<file path="src/rtl/sec_rtc_pkg.sv">
package sec_rtc_pkg;
  // word indices (byte offset / 4)
  localparam int W_COUNT = 0;
  localparam int W_MATCH = 1;
  localparam int W_LOAD  = 2;
  localparam int W_CTRL  = 3;
  localparam int W_MSTAT = 4;
  localparam int W_RSTAT = 5;
  localparam int W_EOI   = 6;
  localparam int W_VER   = 7;

  localparam int CTRL_W = 4;

  typedef struct packed {
    logic wake;  // bit 3, storage only
    logic run;   // bit 2
    logic mask;  // bit 1
    logic ie;    // bit 0
  } ctrl_t;
endpackage

</file>
<file path="src/rtl/rtc_seconds_counter.sv">
module rtc_seconds_counter #(
  parameter int DATA_W = 32
) (
  input  logic              clk_i,
  input  logic              rst_n_i,
  input  logic              step_i,
  input  logic              load_wr_i,
  input  logic [DATA_W-1:0] load_val_i,
  output logic [DATA_W-1:0] count_o,
  output logic [DATA_W-1:0] next_o,
  output logic [DATA_W-1:0] stage_o,
  output logic              pend_o
);
  logic [DATA_W-1:0] cnt_q, stage_q;
  logic              pend_q;

  // staged value takes priority over the increment on a step
  assign next_o = pend_q ? stage_q : cnt_q + DATA_W'(1);

  always_ff @(posedge clk_i) begin
    if (!rst_n_i) begin
      cnt_q   <= '0;
      stage_q <= '0;
      pend_q  <= 1'b0;
    end else begin
      if (step_i) cnt_q <= next_o;
      if (load_wr_i) begin
        stage_q <= load_val_i;
        pend_q  <= 1'b1;          // a fresh write stays pending
      end else if (step_i) begin
        pend_q  <= 1'b0;
      end
    end
  end

  assign count_o = cnt_q;
  assign stage_o = stage_q;
  assign pend_o  = pend_q;
endmodule

</file>
<file path="src/rtl/rtc_match_irq.sv">
module rtc_match_irq #(
  parameter int DATA_W = 32
) (
  input  logic              clk_i,
  input  logic              rst_n_i,
  input  logic              step_i,
  input  logic [DATA_W-1:0] next_cnt_i,
  input  logic [DATA_W-1:0] match_i,
  input  logic              eoi_i,
  input  logic              ie_i,
  input  logic              mask_i,
  output logic              raw_o,
  output logic              irq_o
);
  logic raw_q;
  logic hit;

  assign hit = step_i && (next_cnt_i == match_i);

  always_ff @(posedge clk_i) begin
    if (!rst_n_i)   raw_q <= 1'b0;
    else if (hit)   raw_q <= 1'b1;   // set beats clear
    else if (eoi_i) raw_q <= 1'b0;
  end

  assign raw_o = raw_q;
  assign irq_o = raw_q & ie_i & ~mask_i;
endmodule

</file>
<file path="src/rtl/rtc_reg_if.sv">
module rtc_reg_if
  import sec_rtc_pkg::*;
#(
  parameter int          DATA_W  = 32,
  parameter int          ADDR_W  = 6,
  parameter logic [31:0] VERSION = 32'h0001_0200
) (
  input  logic              clk_i,
  input  logic              rst_n_i,
  input  logic              wr_en_i,
  input  logic              rd_en_i,
  input  logic [ADDR_W-1:0] addr_i,
  input  logic [DATA_W-1:0] wdata_i,
  input  logic [DATA_W-1:0] count_i,
  input  logic [DATA_W-1:0] stage_i,
  input  logic              raw_i,
  input  logic              irq_i,
  output logic [DATA_W-1:0] rdata_o,
  output logic [DATA_W-1:0] match_o,
  output ctrl_t             ctrl_o,
  output logic              load_wr_o,
  output logic [DATA_W-1:0] load_val_o,
  output logic              eoi_o
);
  localparam int WORD_W = ADDR_W - 2;

  logic [WORD_W-1:0] word;
  logic [DATA_W-1:0] match_q;
  ctrl_t             ctrl_q;

  assign word = addr_i[ADDR_W-1:2];

  always_ff @(posedge clk_i) begin
    if (!rst_n_i) begin
      match_q <= '0;
      ctrl_q  <= '0;
    end else if (wr_en_i) begin
      if (word == WORD_W'(W_MATCH)) match_q <= wdata_i;
      if (word == WORD_W'(W_CTRL))  ctrl_q  <= ctrl_t'(wdata_i[CTRL_W-1:0]);
    end
  end

  assign load_wr_o  = wr_en_i && (word == WORD_W'(W_LOAD));
  assign load_val_o = wdata_i;
  assign eoi_o      = rd_en_i && (word == WORD_W'(W_EOI));

  always_comb begin
    rdata_o = '0;
    if (rd_en_i) begin
      if (word == WORD_W'(W_COUNT)) rdata_o = count_i;
      if (word == WORD_W'(W_MATCH)) rdata_o = match_q;
      if (word == WORD_W'(W_LOAD))  rdata_o = stage_i;
      if (word == WORD_W'(W_CTRL))  rdata_o = DATA_W'(ctrl_q);
      if (word == WORD_W'(W_MSTAT)) rdata_o = DATA_W'(irq_i);
      if (word == WORD_W'(W_RSTAT)) rdata_o = DATA_W'(raw_i);
      if (word == WORD_W'(W_VER))   rdata_o = DATA_W'(VERSION);
    end
  end

  assign match_o = match_q;
  assign ctrl_o  = ctrl_q;
endmodule

</file>
<file path="src/rtl/sec_rtc.sv">
module sec_rtc
  import sec_rtc_pkg::*;
#(
  parameter int          DATA_W  = 32,
  parameter int          ADDR_W  = 6,
  parameter logic [31:0] VERSION = 32'h0001_0200
) (
  input  logic              clk_i,
  input  logic              rst_n_i,
  input  logic              tick_i,
  input  logic              wr_en_i,
  input  logic              rd_en_i,
  input  logic [ADDR_W-1:0] addr_i,
  input  logic [DATA_W-1:0] wdata_i,
  output logic [DATA_W-1:0] rdata_o,
  output logic              irq_o
);
  logic [DATA_W-1:0] cnt_w, next_w, stage_w, match_w, load_val_w;
  logic              pend_w, raw_w, load_wr_w, eoi_w, step_w;
  ctrl_t             ctrl_w;

  assign step_w = tick_i & ctrl_w.run;

  rtc_reg_if #(.DATA_W(DATA_W), .ADDR_W(ADDR_W), .VERSION(VERSION)) u_regs (
    .clk_i, .rst_n_i, .wr_en_i, .rd_en_i, .addr_i, .wdata_i,
    .count_i(cnt_w), .stage_i(stage_w), .raw_i(raw_w), .irq_i(irq_o),
    .rdata_o, .match_o(match_w), .ctrl_o(ctrl_w),
    .load_wr_o(load_wr_w), .load_val_o(load_val_w), .eoi_o(eoi_w)
  );

  rtc_seconds_counter #(.DATA_W(DATA_W)) u_cnt (
    .clk_i, .rst_n_i, .step_i(step_w),
    .load_wr_i(load_wr_w), .load_val_i(load_val_w),
    .count_o(cnt_w), .next_o(next_w), .stage_o(stage_w), .pend_o(pend_w)
  );

  rtc_match_irq #(.DATA_W(DATA_W)) u_irq (
    .clk_i, .rst_n_i, .step_i(step_w), .next_cnt_i(next_w),
    .match_i(match_w), .eoi_i(eoi_w),
    .ie_i(ctrl_w.ie), .mask_i(ctrl_w.mask),
    .raw_o(raw_w), .irq_o
  );
endmodule

</file>
<file path="config.mk">
export PLATFORM = sky130hd
export DESIGN_NAME = sec_rtc
export DESIGN_NICKNAME = d
export VERILOG_FILES = /design/src/rtl/sec_rtc_pkg.sv /design/src/rtl/rtc_seconds_counter.sv /design/src/rtl/rtc_match_irq.sv /design/src/rtl/rtc_reg_if.sv /design/src/rtl/sec_rtc.sv
export SDC_FILE = /design/constraint.sdc
export NUM_CORES = 1
export LEC_CHECK = 0
export CORE_ASPECT_RATIO = 1.5
export CORE_MARGIN = 4
export CORE_UTILIZATION = 35
export CTS_CLUSTER_SIZE = 28
export DETAILED_ROUTE_END_ITERATION = 6
export PLACE_DENSITY_LB_ADDON = 0.3
export SYNTH_ARGS = -nofsm -noshare
export SYNTH_HDL_FRONTEND = slang
export SYNTH_SLANG_ARGS = --single-unit
</file>
<file path="constraint.sdc">
create_clock -name clk_i -period 8.1 [get_ports clk_i]
set_input_delay 0.81 -clock clk_i [delete_from_list [all_inputs] [get_ports clk_i]]
set_output_delay 0.81 -clock clk_i [all_outputs]
set_load 0.005 [all_outputs]
</file>
==> results of run 1 <==
kinds of logic (layout without fill, tap and decap cells):
logic type / count (synthesis) / after routing / synth area share, %
compound gates: 211 / 211 / 20.53
xor+xnor: 60 / 60 / 7.699
fa+ha+maj: 1 / 1 / 0.1833
buf+inv: 95 / 114 / 5.554
flops: 102 / 102 / 29.92
mux: 48 / 48 / 7.791
simple gates: 412 / 412 / 28.32
where the power goes:
group,total (uW),switching (uW),internal (uW)
Combinational,119,61.8,57.1
Sequential,530,19.2,511
Clock,455,197,258
cells in the final DEF, fill, tap and decap left out, types with 16 or more instances in the layout:
master | netlist | final
nor2b_1 | 24 | 23
a21boi_0 | 69 | 69
clkdlybuf4s50_1 | 0 | 71
o21ai_0 | 34 | 34
nor2_1 | 86 | 85
a21oi_1 | 52 | 52
dfxtp_1 | 102 | 101
nor3_1 | 16 | 16
nand3_1 | 19 | 19
nand2_1 | 183 | 183
xnor2_1 | 37 | 37
and2_1 | 17 | 17
xor2_1 | 23 | 23
mux2i_1 | 43 | 43
path summary, 6_finish.rpt:
check,from,to,slack (ns),depth (start not counted)
worst max-delay path,addr_i[2],rdata_o[31],4.10,7
worst min-delay path,u_cnt.stage_o[23]$_SDFFE_PN0P_,u_cnt.stage_o[23]$_SDFFE_PN0P_,0.49,2
worst max register to register,u_cnt.count_o[0]$_SDFFE_PN0P_,u_irq.raw_o$_SDFFE_PN0P_,4.66,9
worst min register to register,u_cnt.stage_o[23]$_SDFFE_PN0P_,u_cnt.stage_o[23]$_SDFFE_PN0P_,0.49,2
final cells by class:
cell class                 count  area [um2]
clock buffer                  12       256.5
tap                          256       320.3
fill                        2038       11220
multi-input combinational    732        4410
sequential                   102        2043
timing repair buffer          84       803.3
inverter                      14       52.55
clock inverter                 4       53.80
tightest hold or removal path, delay by kind of cell (launching register included):
kind / cells / cell delay, ns
and+or+nand+nor: 1 / 0.05
DFF: 1 / 0.32
AOI/OAI and AO/OA: 1 / 0.07
registers in the layout, summed over array words and instances (netlist names):
| name | flops |
|---|---|
| u_regs.match_o | 32 |
| u_irq.raw_o | 1 |
| u_cnt.stage_o | 32 |
| u_regs.ctrl_o | 4 |
| u_cnt.count_o | 32 |
| u_cnt.pend_o | 1 |
per-layer routing:
metal | vias up | track usage [%] | part of all wire [%]
met5 | - | 0 | 0
met4 | 0 | 9.299 | 4.2
met3 | 51 | 2.557 | 3.9
met2 | 190 | 33.79 | 50
met1 | 3045 | 23.93 | 42
li1 | 3221 | - | -
per-stage QoR:
step / total power, uW / utilization [%] / setup WS [ns] / hold slack [ns] / instances
finish: 1104 / 41.44 / 4.104 / 0.4899 / 1204
detailed placement: 659.8 / 39.82 / 4.054 / 0.4805 / 1188
global placement: 658.5 / 39.82 / 4.080 / 0.4672 / 1188
CTS: 1115 / 41.44 / 4.050 / 0.4907 / 1204
global route: 1149 / 41.44 / 3.943 / 0.5036 / 1204
floorplan: 611.0 / - / 5.205 / 0.4511 / 929
==> results.toml, run 1 <==
[sta]
worst_pin_slew_ns = 1.048
hold_violations = 0
layout_worst_path_cycle_share_pct = 49.34
slew_headroom_pct = 30.06
setup_tns_ns = 0
final-max-slew-violation-count = 0
setup_viol = 0
fin_worst_skew_ns = 0.007554
grt_setup_unrepaired = "no"
period_minus_slack_ns = 3.996
fmax_mhz = 250.2

[place]
dp.final_hpwl_um = 14680
portBuffers = 73
place_congestion = 0.9187
dpl_cell_area_um2 = 7630

[routing]
ant_nets = 0
drtIter0Drc = 296
routed_wl_um = 21270
drc = 0
routed_via_density = 5.404
num_vias = 6507
wl_per_cell_um = 17.67
drtPass1Iterations = 5

[power_and_ir_drop]
powerDensity_nw_per_um2 = 139.0
peakVddDrop_v = 0.00009007
power.leakage_uw = 0.002575

[synthesis]
ys_ff_latch = 102
yosysTopAreaCell = "dfxtp_1"
synth_edf_count = 0
synth_area_per_cell_um2 = 7.347
netlist_top_cells_area = "dfxtp_1, nand2_1, a21boi_0"
synth_top_area_share_pct = 29.92
syn_area_um2 = 6825
synth_nets = 973
post-synth-top-count-cell = "nand2_1"
syn_inst = 929
yosys_warnings = 0
seq_area_frac_synth_pct = 29.92
synthFlopType = "dfxtp_1"
synthDistinctLibCells = 63
ys_top_cells_by_count = "nand2_1, dfxtp_1, nor2_1, a21boi_0, clkbuf_1"
async_reset_ff_share_pct = 0

[min_path]
hp-class = "flip-flop to flip-flop"

[clocking]
post_cts_resized = 0
cts_sinks = 102
ctsHtreeMaxLevel = 3
cts-root-buf = "clkbuf_16"
cts_setup_buffers = 0
cts.path.max_buffers = 2
ctsHoldBuffers = 0
clkTransAtPathRegs_ns = 0.07
insertion_delay_ns = 0.35
cts_tree = "done"
cts_buffers = 9

[final_layout]
diodes = 0
nets = 987
area_growth_pct = 16.33
final_area_um2 = 7940
drive_above_1_share_pct = 5.169

[setup_path]
cp_slowest_stage_delay_ns = 0.53
worstSetupEndpointType = "output pin"
cp_max_fo = 38
critical_path_class = "primary input to output pin"
cp_slowest_cell = "clkdlybuf4s50_1"
worstPathRequired_ns = 7.29
path_buf_inv = 4
critPathArrivalTime_ns = 3.19
crit_path_cell_trace = "clkdlybuf4s50_1 -> buf_4 -> nor2b_2 -> buf_4 -> a21oi_1 -> nor2_1 -> clkdlybuf4s50_1"
critical-path-top-delay-family = "buffers and inverters"
start_kind = "primary input"

[floorplan]
rows = 62
fp.coreArea_um2 = 19160
die-area_um2 = 21850
fp.dieH_um = 179.0
ios = 76
die_w_um = 122.0
start_util_pct = 35.62

[run]
cap_viol_max_count = 0

[global_routing]
grt_max_degree = 104
grt_pass1_wl_um = 33410
gr-usage-all-layers_pct = 19.57
grt_pass1_vias = 6086
grt-ovfl-total = 0
antenna_found_initial = 0

[run_status]
outcome = "finished clean"
No activity file was read; power rests on OpenSTA's default activity.
==> run 2, diff against run 1 <==
clock period = 3.66 ns   (was 8.1 ns; I/O delays follow)
==> run 2 against run 1 <==
Effect of this change:
- clock power is 120% higher
- first-iteration DRC count is 28% higher
- sequential power is 120% higher
- routed wire length is 1.8% higher
- non-clock buffer count is 16 higher
- sequential share of layout area is 0.33 points lower
- hold slack worse by 0.0048 ns
- utilization is 0.54 points higher
==> results.toml, run 2 (synthesized netlist as in run 1, its figures left out) <==
[run_status]
outcome = "finished clean"

[global_routing]
grt-ovfl-total = 0
gr-usage-all-layers_pct = 19.91
antenna_found_initial = 0
grt_max_degree = 103
grt_pass1_vias = 6240
grt_pass1_wl_um = 34170

[setup_path]
critPathArrivalTime_ns = 3.54
worstPathRequired_ns = 3.93
start_kind = "flip-flop"
crit_start = "u_cnt.count_o[0]$_SDFFE_PN0P_"
regToRegSetupSlack_ns = 0.39
critical_path_class = "flip-flop to flip-flop"
worstSetupEndpointType = "flip-flop"
r2r_end = "u_irq.raw_o$_SDFFE_PN0P_"
cp_max_fo = 7
r2r_start = "u_cnt.count_o[0]$_SDFFE_PN0P_"
r2r_cells = 10

[final_layout]
fin_util_pct = 41.98
drive_above_1_share_pct = 6.535
regArea_um2 = 2043
area_growth_pct = 17.86
nets = 1003
mostFrequentLayoutCells = "nand2_1, dfxtp_1, nor2_1"
final_common_cell = "nand2_1"
multi_input_area_um2 = 4407
diodes = 0
nFillCells = 2010

[routing]
drtPass1Iterations = 7
routed_wl_um = 21640
routed_via_density = 5.356
ant_nets = 0
num_vias = 6534
drtIter0Drc = 378
drc = 0
wl_per_cell_um = 17.74

[power_and_ir_drop]
p_clk_share_pct = 41.0
seqPwrFrac_pct = 47.9
p_comb_share_pct = 11.1
powerDensity_nw_per_um2 = 303.5
peakVddDrop_v = 0.0001928
power.leakage_uw = 0.002652
intPower_uw = 1798
power.switching_uw = 643.9
finalPower_uw = 2442
switching_share_pct = 26.37

[place]
portBuffers = 73
place_congestion = 0.9412
dp.final_hpwl_um = 15740
post-place-ws_ns = 0.4057

[sta]
slew_headroom_pct = 38.69
fin_worst_skew_ns = 0.01072
post-route-worst-setup-slack_ns = 0.3910
hold_violations = 0
setup_viol = 0
grt_setup_unrepaired = "no"
fmax_mhz = 305.9
setup_tns_ns = 0
final-max-slew-violation-count = 0
layout_worst_path_cycle_share_pct = 89.32
worst_pin_slew_ns = 0.9197
period_minus_slack_ns = 3.269

[clocking]
cts_tree = "done"
clkTransAtPathRegs_ns = 0.08
cts_setup_buffers = 0
ctsHoldBuffers = 0
cts_buffers = 9
insertion_delay_ns = 0.35
cts_sinks = 102
cts.path.max_buffers = 2
ctsHtreeMaxLevel = 3
post_cts_resized = 0
cts-root-buf = "clkbuf_16"

[floorplan]
die-area_um2 = 21850
ios = 76
fp.coreArea_um2 = 19160
rows = 62
fp.dieH_um = 179.0
start_util_pct = 35.62
die_w_um = 122.0

[min_path]
holdPathStages = 2
hp-class = "flip-flop to flip-flop"
hp-start = "u_cnt.stage_o[24]$_SDFFE_PN0P_"
min_to = "u_cnt.stage_o[24]$_SDFFE_PN0P_"

[run]
cap_viol_max_count = 0
## run 2: power groups by stage
| stage | clock network (uW) | logic [uW] | registers [uW] |
|---|---|---|---|
| floorplan | 0 | 185 | 1170 |
| global placement | 0 | 270 | 1190 |
| detailed placement | 0 | 272 | 1190 |
| CTS | 1020 | 273 | 1170 |
| global route | 1060 | 296 | 1170 |
| finish | 1000 | 271 | 1170 |
## run 2: per-stage QoR
| step | hold slack [ns] | cell area [um2] | cells |
|---|---|---|---|
| after detailed placement | 0.4757 | 7746 | 1204 |
| after global placement | 0.4694 | 7746 | 1204 |
| final | 0.4851 | 8044 | 1220 |
| after CTS | 0.4861 | 8044 | 1220 |
| after floorplan | 0.4511 | 6825 | 929 |
| after global routing | 0.5055 | 8044 | 1220 |
## run 2: how the worst max path moves through the flow
stage                               end  cells past startpoint
2_1_floorplan  u_irq.raw_o$_SDFFE_PN0P_                     10
3_3_place_gp   u_irq.raw_o$_SDFFE_PN0P_                     10
3_5_place_dp   u_irq.raw_o$_SDFFE_PN0P_                     10
4_1_cts        u_irq.raw_o$_SDFFE_PN0P_                     10
5_1_grt        u_irq.raw_o$_SDFFE_PN0P_                     10
6_report       u_irq.raw_o$_SDFFE_PN0P_                     10
## run 2: routing by layer
| metal | wire length (um) | track usage (%) | up-vias |
|---|---|---|---|
| met5 | 0 | 0 | - |
| met4 | 561 | 6.869 | 0 |
| met3 | 756 | 2.052 | 31 |
| met2 | 11420 | 36.55 | 174 |
| met1 | 8905 | 23.92 | 3074 |
| li1 | - | - | 3255 |
## run 2: critical path, stage by stage, from the launching register on
cell and delay (ns):
dfxtp_1 0.47, ha_1 0.30, nand4_1 0.25, or2_2 0.42
xor2_1 0.21, a211oi_1 0.10, a2111oi_0 0.44, buf_4 0.21
o2111ai_1 0.08, or4_1 0.55, o31ai_2 0.18
## run 2: area by class of cell
type,instances,area share [%]
multi-input cells,732,54.78
inverters,14,0.6533
well taps,256,3.982
repair buffers,100,11.48
clock inverters,6,0.8555
flip-flops and latches,102,25.40
clock buffers,10,2.846
==> run 3, diff against run 2 <==
SLEW_MARGIN = 25   (was not set)
==> results of run 3 <==
Same layout as run 2: the final DEF is identical, and so are final timing and power.
